===== config.mk =====
export PLATFORM = sky130hd
export DESIGN_NAME = irq_entry_ctrl
export DESIGN_NICKNAME = d
export VERILOG_FILES = /design/src/rtl/irq_entry_pkg.sv /design/src/rtl/irq_vec_regs.sv /design/src/rtl/irq_arbiter.sv /design/src/rtl/irq_entry_seq.sv /design/src/rtl/irq_entry_ctrl.sv
export SDC_FILE = /design/constraint.sdc
export NUM_CORES = 1
export LEC_CHECK = 0
export ABC_CLOCK_PERIOD_IN_PS = 4800
export BUFFER_PORTS_ARGS = -buffer_cell sky130_fd_sc_hd__buf_2
export CORE_UTILIZATION = 30
export CTS_BUF_LIST = sky130_fd_sc_hd__clkbuf_8 sky130_fd_sc_hd__clkbuf_16
export DETAILED_ROUTE_END_ITERATION = 12
export MAX_ROUTING_LAYER = met4
export PLACE_DENSITY_LB_ADDON = 0.25
export SYNTH_ARGS = -nofsm -noshare
export SYNTH_HDL_FRONTEND = slang
export SYNTH_SLANG_ARGS = --single-unit

===== constraint.sdc =====
create_clock -name clk -period 4.8 [get_ports clk]
set_input_delay 0.48 -clock clk [delete_from_list [all_inputs] [get_ports clk]]
set_output_delay 0.48 -clock clk [all_outputs]
set_load 0.05 [all_outputs]

===== src/rtl/irq_entry_pkg.sv =====
// Shared types for the interrupt entry controller.
// Assumes: grant and sequencer encodings are private to this block.
package irq_entry_pkg;
    typedef enum logic [1:0] {GR_NONE, GR_RST, GR_NMI, GR_LVL} grant_e;
    typedef enum logic [2:0] {SQ_IDLE, SQ_RST, SQ_SAVE_PC, SQ_SAVE_PSW, SQ_COMMIT} seq_st_e;
endpackage


===== src/rtl/irq_vec_regs.sv =====
// Vector register file with a halfword register port.
// Holds NVEC writable vectors at a 4-byte stride plus two read-only
// constants. Writes of any size but 2 bytes flag an error and change nothing.
// Assumes: reads are combinational on the address; one write per cycle.
module irq_vec_regs #(
    parameter int          NVEC       = 7,
    parameter int          ADDR_W     = 7,
    parameter int          RW         = 16,
    parameter int          IDX_W      = 3,
    parameter logic [6:0]  MEMCTL_OFS = 7'h20,
    parameter logic [6:0]  MODE_OFS   = 7'h40,
    parameter logic [15:0] MEMCTL_VAL = 16'h0003,
    parameter logic [15:0] MODE_VAL   = 16'h0001
) (
    input  logic              clk,
    input  logic              rst_n,
    input  logic              wr_en,
    input  logic [ADDR_W-1:0] addr,
    input  logic [2:0]        bytes,
    input  logic [RW-1:0]     wdata,
    output logic [RW-1:0]     rdata,
    output logic              err,
    input  logic [IDX_W-1:0]  vec_idx,
    output logic [RW-1:0]     vec_data
);
    localparam int SLOT_W = ADDR_W - 2;
    localparam logic [SLOT_W-1:0] NVEC_S = SLOT_W'(NVEC);
    localparam logic [IDX_W-1:0]  NVEC_I = IDX_W'(NVEC);

    logic [NVEC-1:0][RW-1:0] vec_q;
    logic [SLOT_W-1:0]       slot;
    logic                    in_vec;
    logic                    size_ok;
    logic [NVEC-1:0]         hit;
    logic                    err_q;

    assign slot    = addr[ADDR_W-1:2];
    assign in_vec  = (addr[1:0] == 2'b00) && (slot < NVEC_S);
    assign size_ok = (bytes == 3'd2);

    // Per-vector address decode.
    for (genvar i = 0; i < NVEC; i++) begin : g_hit
        assign hit[i] = in_vec && (slot == SLOT_W'(i));
    end

    // Vector storage: a correctly sized write to a mapped vector updates it.
    always_ff @(posedge clk) begin
        if (!rst_n) begin
            vec_q <= '0;
        end else if (wr_en && size_ok) begin
            for (int i = 0; i < NVEC; i++) begin
                if (hit[i]) vec_q[i] <= wdata;
            end
        end
    end

    // Error flag: one cycle after a write of the wrong width.
    always_ff @(posedge clk) begin
        if (!rst_n) err_q <= 1'b0;
        else        err_q <= wr_en && !size_ok;
    end
    assign err = err_q;

    // Read mux: vectors, the two constants, zero elsewhere.
    always_comb begin
        rdata = '0;
        if (in_vec)                  rdata = vec_q[slot[IDX_W-1:0]];
        else if (addr == MEMCTL_OFS) rdata = MEMCTL_VAL;
        else if (addr == MODE_OFS)   rdata = MODE_VAL;
    end

    // Vector lookup for the entry sequencer.
    assign vec_data = (vec_idx < NVEC_I) ? vec_q[vec_idx] : '0;

    // a wrongly sized write leaves every vector untouched.
    a_r11_bad_size_no_effect: assert property (@(posedge clk) disable iff (!rst_n)
        (wr_en && !size_ok) |=> $stable(vec_q));
    // writes outside the vector window leave every vector untouched.
    a_r10_unmapped_write_ignored: assert property (@(posedge clk) disable iff (!rst_n)
        (wr_en && !in_vec) |=> $stable(vec_q));
endmodule


===== src/rtl/irq_arbiter.sv =====
// Request latching and priority arbitration.
// Latches reset and NMI pulses, qualifies the live level against the PSW,
// and grants one source per idle cycle in fixed priority order.
// Assumes: the sequencer accepts any grant issued while idle_i is high.
module irq_arbiter
    import irq_entry_pkg::*;
#(
    parameter int LVL_W  = 3,
    parameter int PSW_W  = 16,
    parameter int IE_BIT = 11,
    parameter int LM_LSB = 8
) (
    input  logic             clk,
    input  logic             rst_n,
    input  logic             rst_req_i,
    input  logic             nmi_req_i,
    input  logic [LVL_W-1:0] lvl_i,
    input  logic [PSW_W-1:0] psw_i,
    input  logic             idle_i,
    output grant_e           grant_o
);
    logic rst_pend;
    logic nmi_pend;
    logic lvl_ok;

    assign lvl_ok = psw_i[IE_BIT] && (lvl_i < psw_i[LM_LSB +: LVL_W]);

    // Priority selection, only while the sequencer is idle.
    always_comb begin
        grant_o = GR_NONE;
        if (idle_i) begin
            if (rst_pend)      grant_o = GR_RST;
            else if (nmi_pend) grant_o = GR_NMI;
            else if (lvl_ok)   grant_o = GR_LVL;
        end
    end

    // Pending latches: cleared when granted, a new pulse always wins.
    always_ff @(posedge clk) begin
        if (!rst_n) begin
            rst_pend <= 1'b0;
            nmi_pend <= 1'b0;
        end else begin
            rst_pend <= (rst_pend && (grant_o != GR_RST)) || rst_req_i;
            nmi_pend <= (nmi_pend && (grant_o != GR_NMI)) || nmi_req_i;
        end
    end

    // a pending NMI survives a busy sequencer.
    a_r9_nmi_held_while_busy: assert property (@(posedge clk) disable iff (!rst_n)
        (!idle_i && nmi_pend) |=> nmi_pend);
    // a granted NMI is consumed unless a fresh pulse arrives.
    a_r8_nmi_consumed: assert property (@(posedge clk) disable iff (!rst_n)
        (grant_o == GR_NMI && !nmi_req_i) |=> !nmi_pend);
endmodule


===== src/rtl/irq_entry_seq.sv =====
// Entry sequencer: snapshots core state on a grant, issues the PC and PSW
// stack stores, then commits the new PC/SP/PSW in one strobe cycle.
// Assumes: the core holds its state stable and reacts only to upd_o.
module irq_entry_seq
    import irq_entry_pkg::*;
#(
    parameter int          XLEN     = 32,
    parameter int          PSW_W    = 16,
    parameter int          LVL_W    = 3,
    parameter int          RW       = 16,
    parameter int          IE_BIT   = 11,
    parameter int          LM_LSB   = 8,
    parameter logic [31:0] VEC_BASE = 32'h4000_0000,
    parameter logic [31:0] NMI_PC   = 32'h4000_0008
) (
    input  logic             clk,
    input  logic             rst_n,
    input  grant_e           grant_i,
    input  logic [LVL_W-1:0] lvl_i,
    input  logic [XLEN-1:0]  pc_i,
    input  logic [XLEN-1:0]  sp_i,
    input  logic [PSW_W-1:0] psw_i,
    output logic             idle_o,
    output logic [LVL_W-1:0] vec_idx_o,
    input  logic [RW-1:0]    vec_data_i,
    output logic             st_valid_o,
    input  logic             st_ready_i,
    output logic [XLEN-1:0]  st_addr_o,
    output logic [XLEN-1:0]  st_data_o,
    output logic             st_half_o,
    output logic             upd_o,
    output logic [XLEN-1:0]  new_pc_o,
    output logic [XLEN-1:0]  new_sp_o,
    output logic [PSW_W-1:0] new_psw_o,
    output logic             ack_o,
    output logic [LVL_W-1:0] ack_lvl_o,
    output logic             core_rst_o
);
    seq_st_e          state;
    logic             is_lvl;
    logic [LVL_W-1:0] lvl_q;
    logic [XLEN-1:0]  pc_q;
    logic [XLEN-1:0]  sp_q;
    logic [PSW_W-1:0] psw_q;

    // State walk and snapshot capture.
    always_ff @(posedge clk) begin
        if (!rst_n) begin
            state  <= SQ_IDLE;
            is_lvl <= 1'b0;
            lvl_q  <= '0;
            pc_q   <= '0;
            sp_q   <= '0;
            psw_q  <= '0;
        end else begin
            case (state)
                SQ_IDLE: begin
                    if (grant_i == GR_RST) begin
                        state <= SQ_RST;
                    end else if (grant_i != GR_NONE) begin
                        state  <= SQ_SAVE_PC;
                        is_lvl <= (grant_i == GR_LVL);
                        lvl_q  <= lvl_i;
                        pc_q   <= pc_i;
                        sp_q   <= sp_i;
                        psw_q  <= psw_i;
                    end
                end
                SQ_RST:      state <= SQ_IDLE;
                SQ_SAVE_PC:  if (st_ready_i) state <= SQ_SAVE_PSW;
                SQ_SAVE_PSW: if (st_ready_i) state <= SQ_COMMIT;
                SQ_COMMIT:   state <= SQ_IDLE;
                default:     state <= SQ_IDLE;
            endcase
        end
    end

    assign idle_o     = (state == SQ_IDLE);
    assign core_rst_o = (state == SQ_RST);
    assign vec_idx_o  = lvl_q;

    // Store request drive for the two save steps.
    always_comb begin
        st_valid_o = (state == SQ_SAVE_PC) || (state == SQ_SAVE_PSW);
        st_half_o  = (state == SQ_SAVE_PSW);
        st_addr_o  = st_half_o ? (sp_q - XLEN'(8)) : (sp_q - XLEN'(4));
        st_data_o  = st_half_o ? {{(XLEN-PSW_W){1'b0}}, psw_q} : pc_q;
    end

    // Commit values for the update strobe.
    always_comb begin
        upd_o     = (state == SQ_COMMIT);
        ack_o     = upd_o && is_lvl;
        ack_lvl_o = lvl_q;
        new_sp_o  = sp_q - XLEN'(8);
        new_pc_o  = is_lvl ? (VEC_BASE + {{(XLEN-RW){1'b0}}, vec_data_i}) : NMI_PC;
        new_psw_o = psw_q;
        new_psw_o[IE_BIT] = 1'b0;
        if (is_lvl) new_psw_o[LM_LSB +: LVL_W] = lvl_q;
    end

    // a stalled store keeps its request stable.
    a_r3_store_hold: assert property (@(posedge clk) disable iff (!rst_n)
        (st_valid_o && !st_ready_i) |=> (st_valid_o && $stable(st_addr_o) && $stable(st_data_o)));
    // the commit directly follows an accepted PSW store.
    a_r4_commit_after_psw: assert property (@(posedge clk) disable iff (!rst_n)
        upd_o |-> $past(st_valid_o && st_half_o && st_ready_i));
    // the update strobe lasts a single cycle.
    a_r4_upd_single: assert property (@(posedge clk) disable iff (!rst_n)
        upd_o |=> !upd_o);
    // interrupts are disabled in every committed status word.
    a_r5_ie_cleared: assert property (@(posedge clk) disable iff (!rst_n)
        upd_o |-> !new_psw_o[IE_BIT]);
    // acknowledge only ever accompanies a commit.
    a_r7_ack_with_upd: assert property (@(posedge clk) disable iff (!rst_n)
        ack_o |-> upd_o);
    // a reset pulse is single and followed by no store.
    a_r12_rst_no_store: assert property (@(posedge clk) disable iff (!rst_n)
        core_rst_o |=> (!core_rst_o && !st_valid_o && !upd_o));
endmodule


===== src/rtl/irq_entry_ctrl.sv =====
// Top of the interrupt entry controller: arbiter, entry sequencer and
// vector register file.
// Assumes: synchronous active-low reset; request pulses are one cycle wide.
module irq_entry_ctrl
    import irq_entry_pkg::*;
#(
    parameter int          XLEN       = 32,
    parameter int          PSW_W      = 16,
    parameter int          LVL_W      = 3,
    parameter int          ADDR_W     = 7,
    parameter int          RW         = 16,
    parameter int          IE_BIT     = 11,
    parameter int          LM_LSB     = 8,
    parameter logic [31:0] VEC_BASE   = 32'h4000_0000,
    parameter logic [31:0] NMI_PC     = 32'h4000_0008,
    parameter logic [15:0] MEMCTL_VAL = 16'h0003,
    parameter logic [15:0] MODE_VAL   = 16'h0001
) (
    input  logic              clk,
    input  logic              rst_n,
    input  logic              rst_req_i,
    input  logic              nmi_req_i,
    input  logic [LVL_W-1:0]  lvl_i,
    input  logic [XLEN-1:0]   pc_i,
    input  logic [XLEN-1:0]   sp_i,
    input  logic [PSW_W-1:0]  psw_i,
    output logic              st_valid_o,
    input  logic              st_ready_i,
    output logic [XLEN-1:0]   st_addr_o,
    output logic [XLEN-1:0]   st_data_o,
    output logic              st_half_o,
    output logic              upd_o,
    output logic [XLEN-1:0]   new_pc_o,
    output logic [XLEN-1:0]   new_sp_o,
    output logic [PSW_W-1:0]  new_psw_o,
    output logic              ack_o,
    output logic [LVL_W-1:0]  ack_lvl_o,
    output logic              core_rst_o,
    input  logic              reg_wr_i,
    input  logic [ADDR_W-1:0] reg_addr_i,
    input  logic [2:0]        reg_bytes_i,
    input  logic [RW-1:0]     reg_wdata_i,
    output logic [RW-1:0]     reg_rdata_o,
    output logic              reg_err_o
);
    localparam int NVEC = (1 << LVL_W) - 1;

    grant_e           grant;
    logic             idle;
    logic [LVL_W-1:0] vec_idx;
    logic [RW-1:0]    vec_data;

    irq_arbiter #(
        .LVL_W(LVL_W), .PSW_W(PSW_W), .IE_BIT(IE_BIT), .LM_LSB(LM_LSB)
    ) u_arb (
        .clk(clk), .rst_n(rst_n), .rst_req_i(rst_req_i), .nmi_req_i(nmi_req_i),
        .lvl_i(lvl_i), .psw_i(psw_i), .idle_i(idle), .grant_o(grant)
    );

    irq_entry_seq #(
        .XLEN(XLEN), .PSW_W(PSW_W), .LVL_W(LVL_W), .RW(RW), .IE_BIT(IE_BIT),
        .LM_LSB(LM_LSB), .VEC_BASE(VEC_BASE), .NMI_PC(NMI_PC)
    ) u_seq (
        .clk(clk), .rst_n(rst_n), .grant_i(grant), .lvl_i(lvl_i),
        .pc_i(pc_i), .sp_i(sp_i), .psw_i(psw_i), .idle_o(idle),
        .vec_idx_o(vec_idx), .vec_data_i(vec_data),
        .st_valid_o(st_valid_o), .st_ready_i(st_ready_i), .st_addr_o(st_addr_o),
        .st_data_o(st_data_o), .st_half_o(st_half_o), .upd_o(upd_o),
        .new_pc_o(new_pc_o), .new_sp_o(new_sp_o), .new_psw_o(new_psw_o),
        .ack_o(ack_o), .ack_lvl_o(ack_lvl_o), .core_rst_o(core_rst_o)
    );

    irq_vec_regs #(
        .NVEC(NVEC), .ADDR_W(ADDR_W), .RW(RW), .IDX_W(LVL_W),
        .MEMCTL_OFS(7'h20), .MODE_OFS(7'h40),
        .MEMCTL_VAL(MEMCTL_VAL), .MODE_VAL(MODE_VAL)
    ) u_regs (
        .clk(clk), .rst_n(rst_n), .wr_en(reg_wr_i), .addr(reg_addr_i),
        .bytes(reg_bytes_i), .wdata(reg_wdata_i), .rdata(reg_rdata_o),
        .err(reg_err_o), .vec_idx(vec_idx), .vec_data(vec_data)
    );
endmodule


==> reports/results.env <==
CTS_ROOT_BUF='sky130_fd_sc_hd__clkbuf_16'
PORT-BUFFER-COUNT=266
CRITICAL_PATH_PEAK_FANOUT=20
SHARE_OF_THE_CYCLE_NEEDED_BY_THE_CRITICAL_PATH_AFTER_ROUTING_PCT=81.3
SYNTH_FF_TYPE='sky130_fd_sc_hd__dfxtp_1'
DETAIL_ROUTE.DRC_VIOLATIONS=0
POSTSYNTHAREAPERCELL_SQ_UM=8.15
REQUIRED_NS=4.32
DRT-INITIAL-DRC-COUNT=901
DRV_SLEW=0
RUN_STATUS='finished, final reports clean'
CTS_MAX_PATH_BUFFERS=3
FINAL_HOLD_VIOL_COUNT=0
START_KIND='flop'
SETUP-TNS-FINAL_NS=0
FIN_NETS=1922
WORST_SKEW_LATE_LATENCY_NS=0.57
WORST_CLOCK_SKEW_NS=0.0293
POWER.SWITCHING_mW=2.91
MAXCLOCKFREQUENCY_GHz=0.256
GRT_START_MAX_NET_PINS=155
YOSYSTOPAREACELL='sky130_fd_sc_hd__dfxtp_1'
POWER.SHARE.COMBINATIONAL_PCT=39.8
SWITCHING_SHARE_PCT=45.8
FLOORPLAN.INITIALDENSITY_PCT=30.5
SYNTH.FF_LATCH_COUNT=202
CTS.HTREE.LEVELS=1
SYNTH-SEQ-AREA-SHARE_PCT=29.2
MAXSLEWHEADROOM_PCT=22.2
POWERDENSITY_nW_PER_UM2=395
HOLD_CLASS='input port to flop'
SETUP_FIX_BUFFERS_ADDED_AFTER_CLOCK_TREE_SYNTHESIS=0
DIE_W_UM=217
WORSTPATHBUFFERINVERTERCOUNT=2
RATIO_OF_ROUTED_VIAS_TO_STANDARD_CELLS=5.51
SYN-CELL-AREA_SQ_UM=13900
TRITONCTS.NUM_BUFFERS=26
PERIOD_NEEDED_NS=3.90
CTS_SINKS=202
DRT_PASS1_ITERATIONS=5
MOST_AREA_CONSUMING_CELLS_AFTER_SYNTHESIS='sky130_fd_sc_hd__dfxtp_1, sky130_fd_sc_hd__mux2i_1, sky130_fd_sc_hd__o211ai_1'
CLKPWRFRAC_PCT=29.1
FIN_UTIL_PCT=35.4
SYNTHCELLS=1701
GRT_USAGE_PCT=20.3
PIN_COUNT=284
YOSYSWARNINGS=0
YOSYSTOPAREACELLSHARE_PCT=29.2
DRV.MAX_CAP_VIOLATION_COUNT=0
POST_SYNTH_NUM_CELL_TYPES=54
NUMBER_OF_GLOBAL_ROUTE_VIAS_BEFORE_REPAIR=12900
PLACEABLECOREAREA_SQ_UM=45500
ROUTED_WIRE_LENGTH_PER_INSTANCE_UM=19.8
TIMING.CRITICAL_PATH.MAX_DELAY_FAMILY='simple AND/OR/NAND/NOR gates'
DESIGN.DIE.AREA_SQ_UM=47100
PLACE.GP.CONGESTION=0.876
WORST_PATH_LARGEST_CELL_DELAY_NS=0.68
HOLD_SLACK_NS=0.141
VDD.IR_DROP.WORST_mV=0.434
SYNTH_EDF_COUNT=0
GRT_FIRST_PASS_WIRELENGTH_UM=74700
TRITONCTS_CLOCK_TREE='built'
PLACEMENT_ROW_COUNT=78
AREA.GROWTH.SYNTH_TO_FINAL_PCT=16.2
PATH_CELLS='clkinv_1 > ha_1 > nor3b_1 > nand3_1 > nor4_1 > xor2_1 > buf_2'
POWER.SEQUENTIAL.FRACTION_PCT=31.1
TOTAL_NUMBER_OF_VIAS=13400
CTS_RESIZED=0
INTERNAL_POWER_mW=3.45
FILLERINSTANCES=4741
CTS.HOLD.BUFFERS_ADDED=0
CHIPHEIGHT_UM=217
WORST-ENDPOINT-ARRIVAL_NS=3.42
LEAK_PWR_nW=6.37
HPWLAFTERDP_UM=29700
CLK_TRANSITION_REPORTED_PATHS_NS=0.06
GRT_OVERFLOW=0
WORSTMARGINPINSLEW_NS=1.17
CRIT_TYPE='flop to output pin'
ANTENNA_LEFT=0
NUMBER_OF_ANTENNA_VIOLATIONS_AT_THE_FIRST_CHECK_IN_GLOBAL_ROUTING=7
TIMING.CRITICAL_PATH.TO_TYPE='output pin'
SYNTH-ASYNC-RESET-RATIO_PCT=0
CP_SLOWEST_CELL='sky130_fd_sc_hd__nand3_1'
DRT_WL_TOTAL_UM=48100
SETUP_VIOL=0
RSZ0062_AT_GRT='false'
DRIVE_ABOVE_1_SHARE_PCT=21.5
[worst paths after layout]
check | startpoint | end | slack (ns) | cells after the start
min reg2reg | u_regs.vec_q[26]$_SDFFE_PN0P_ | u_regs.vec_q[26]$_SDFFE_PN0P_ | 0.47 | 2
min | rst_req_i | u_arb.rst_pend$_SDFF_PN0_ | 0.14 | 2
max | u_seq.sp_q[3]$_SDFFE_PN0P_ | st_addr_o[27] | 0.90 | 7
max reg2reg | u_arb.nmi_pend$_SDFF_PN0_ | u_seq.psw_q[14]$_SDFFE_PN0P_ | 2.60 | 5
[layer usage]
layer	global-route usage (%)	vias to the layer above	wire, um
li1	-	6346	-
met1	25.9	6541	21500
met2	32.6	411	22800
met3	3.90	73	2840
met4	5.75	0	1030
met5	-	-	0
[area by class of cell]
class                   instances  area [sq um]  share of cell area, %
inverters                      10          38.8                  0.241
diodes                          7          17.5                  0.109
clock buffers                  30           706                   4.38
multi-input cells            1268          8850                   54.9
repair buffers                294          1600                   9.94
clock inverters                15          96.3                  0.598
well taps                     600           751                   4.66
flip-flops and latches        202          4050                   25.1
[layout by cell type (no fill, tap or decap), drive strengths merged, types with 2 or more instances in the layout]
master,synthesis,layout
or3,4,4
or4,6,6
diode,0,7
o31a,2,2
conb,2,17
nand2b,4,4
nor4,13,13
nand4b,2,2
a2111oi,5,5
xnor2,9,9
and3,83,83
clkbuf,172,30
xor2,45,45
nand4,2,2
nand3b,85,85
nand2,197,197
clkinv,1,9
nor2b,5,5
o22ai,2,2
mux4,32,32
a21oi,5,5
o21a,3,3
and2,17,17
o2bb2ai,31,31
a211oi,4,4
a31oi,83,83
mux2i,177,177
dfxtp,202,202
nor3,20,20
nor3b,5,5
o21ai,5,5
o211ai,167,167
inv,9,15
a21boi,2,2
ha,5,5
nor2,130,130
buf,64,294
mux2,3,3
nand3,91,91
[per-stage QoR]
step                      cells  total power, mW  instance area, sq um  setup slack, ns
after floorplan            1716             3.96                 13900             1.49
after global placement     2374             4.53                 15300             1.53
after detailed placement   2374             4.55                 15300             1.46
after CTS                  2419             6.43                 16100            0.863
after global routing       2426             6.65                 16100            0.635
final                      2426             6.36                 16100            0.897
[cells by family after synthesis]
| kind of cell | count (synthesis) | synth area share, % |
|---|---|---|
| DFF | 202 | 29.2 |
| other | 2 | 0.0541 |
| muxes | 212 | 18.2 |
| xor gates and xnor gates | 54 | 3.41 |
| and+or+nand+nor | 667 | 24.3 |
| AOI/OAI and AO/OA | 313 | 16.6 |
| buffers and inverters | 246 | 7.79 |
| adders and majority gates | 5 | 0.451 |
[worst register-to-register path, delay by kind of cell, from the launching register on]
kind | cells | cell delay, ns
buffers and inverters | 1 | 0.69
flip-flops | 1 | 0.90
AND/OR/NAND/NOR | 2 | 0.35
AO/OA/AOI/OAI | 2 | 0.18
[synth_stat cells (all sizes together) (45+ instances only)]
cell	count
a31oi	83
and3	83
buf	64
clkbuf	172
dfxtp	202
mux2i	177
nand2	197
nand3	91
nand3b	85
nor2	130
o211ai	167
xor2	45
[sequential cells by signal, indices dropped and copies added, names as in the netlist]
| signal | flops |
|---|---|
| u_regs.vec_q | 112 |
| u_seq.pc_q | 32 |
| u_seq.sp_q | 32 |
| u_seq.psw_q | 16 |
| u_seq.ack_lvl_o | 3 |
| u_seq.state | 3 |
| u_arb.nmi_pend | 1 |
| u_arb.rst_pend | 1 |
| u_regs.err | 1 |
| u_seq.is_lvl | 1 |
[power by group through the flow]
stage | Combinational [mW] | Clock, mW | Sequential [mW]
after floorplan | 2.06 | 0 | 1.90
after global placement | 2.52 | 0 | 2.01
after detailed placement | 2.54 | 0 | 2.01
after CTS | 2.54 | 1.91 | 1.98
after global routing | 2.67 | 1.97 | 2.00
final | 2.53 | 1.85 | 1.98
No activity file was read; power rests on OpenSTA's default activity.
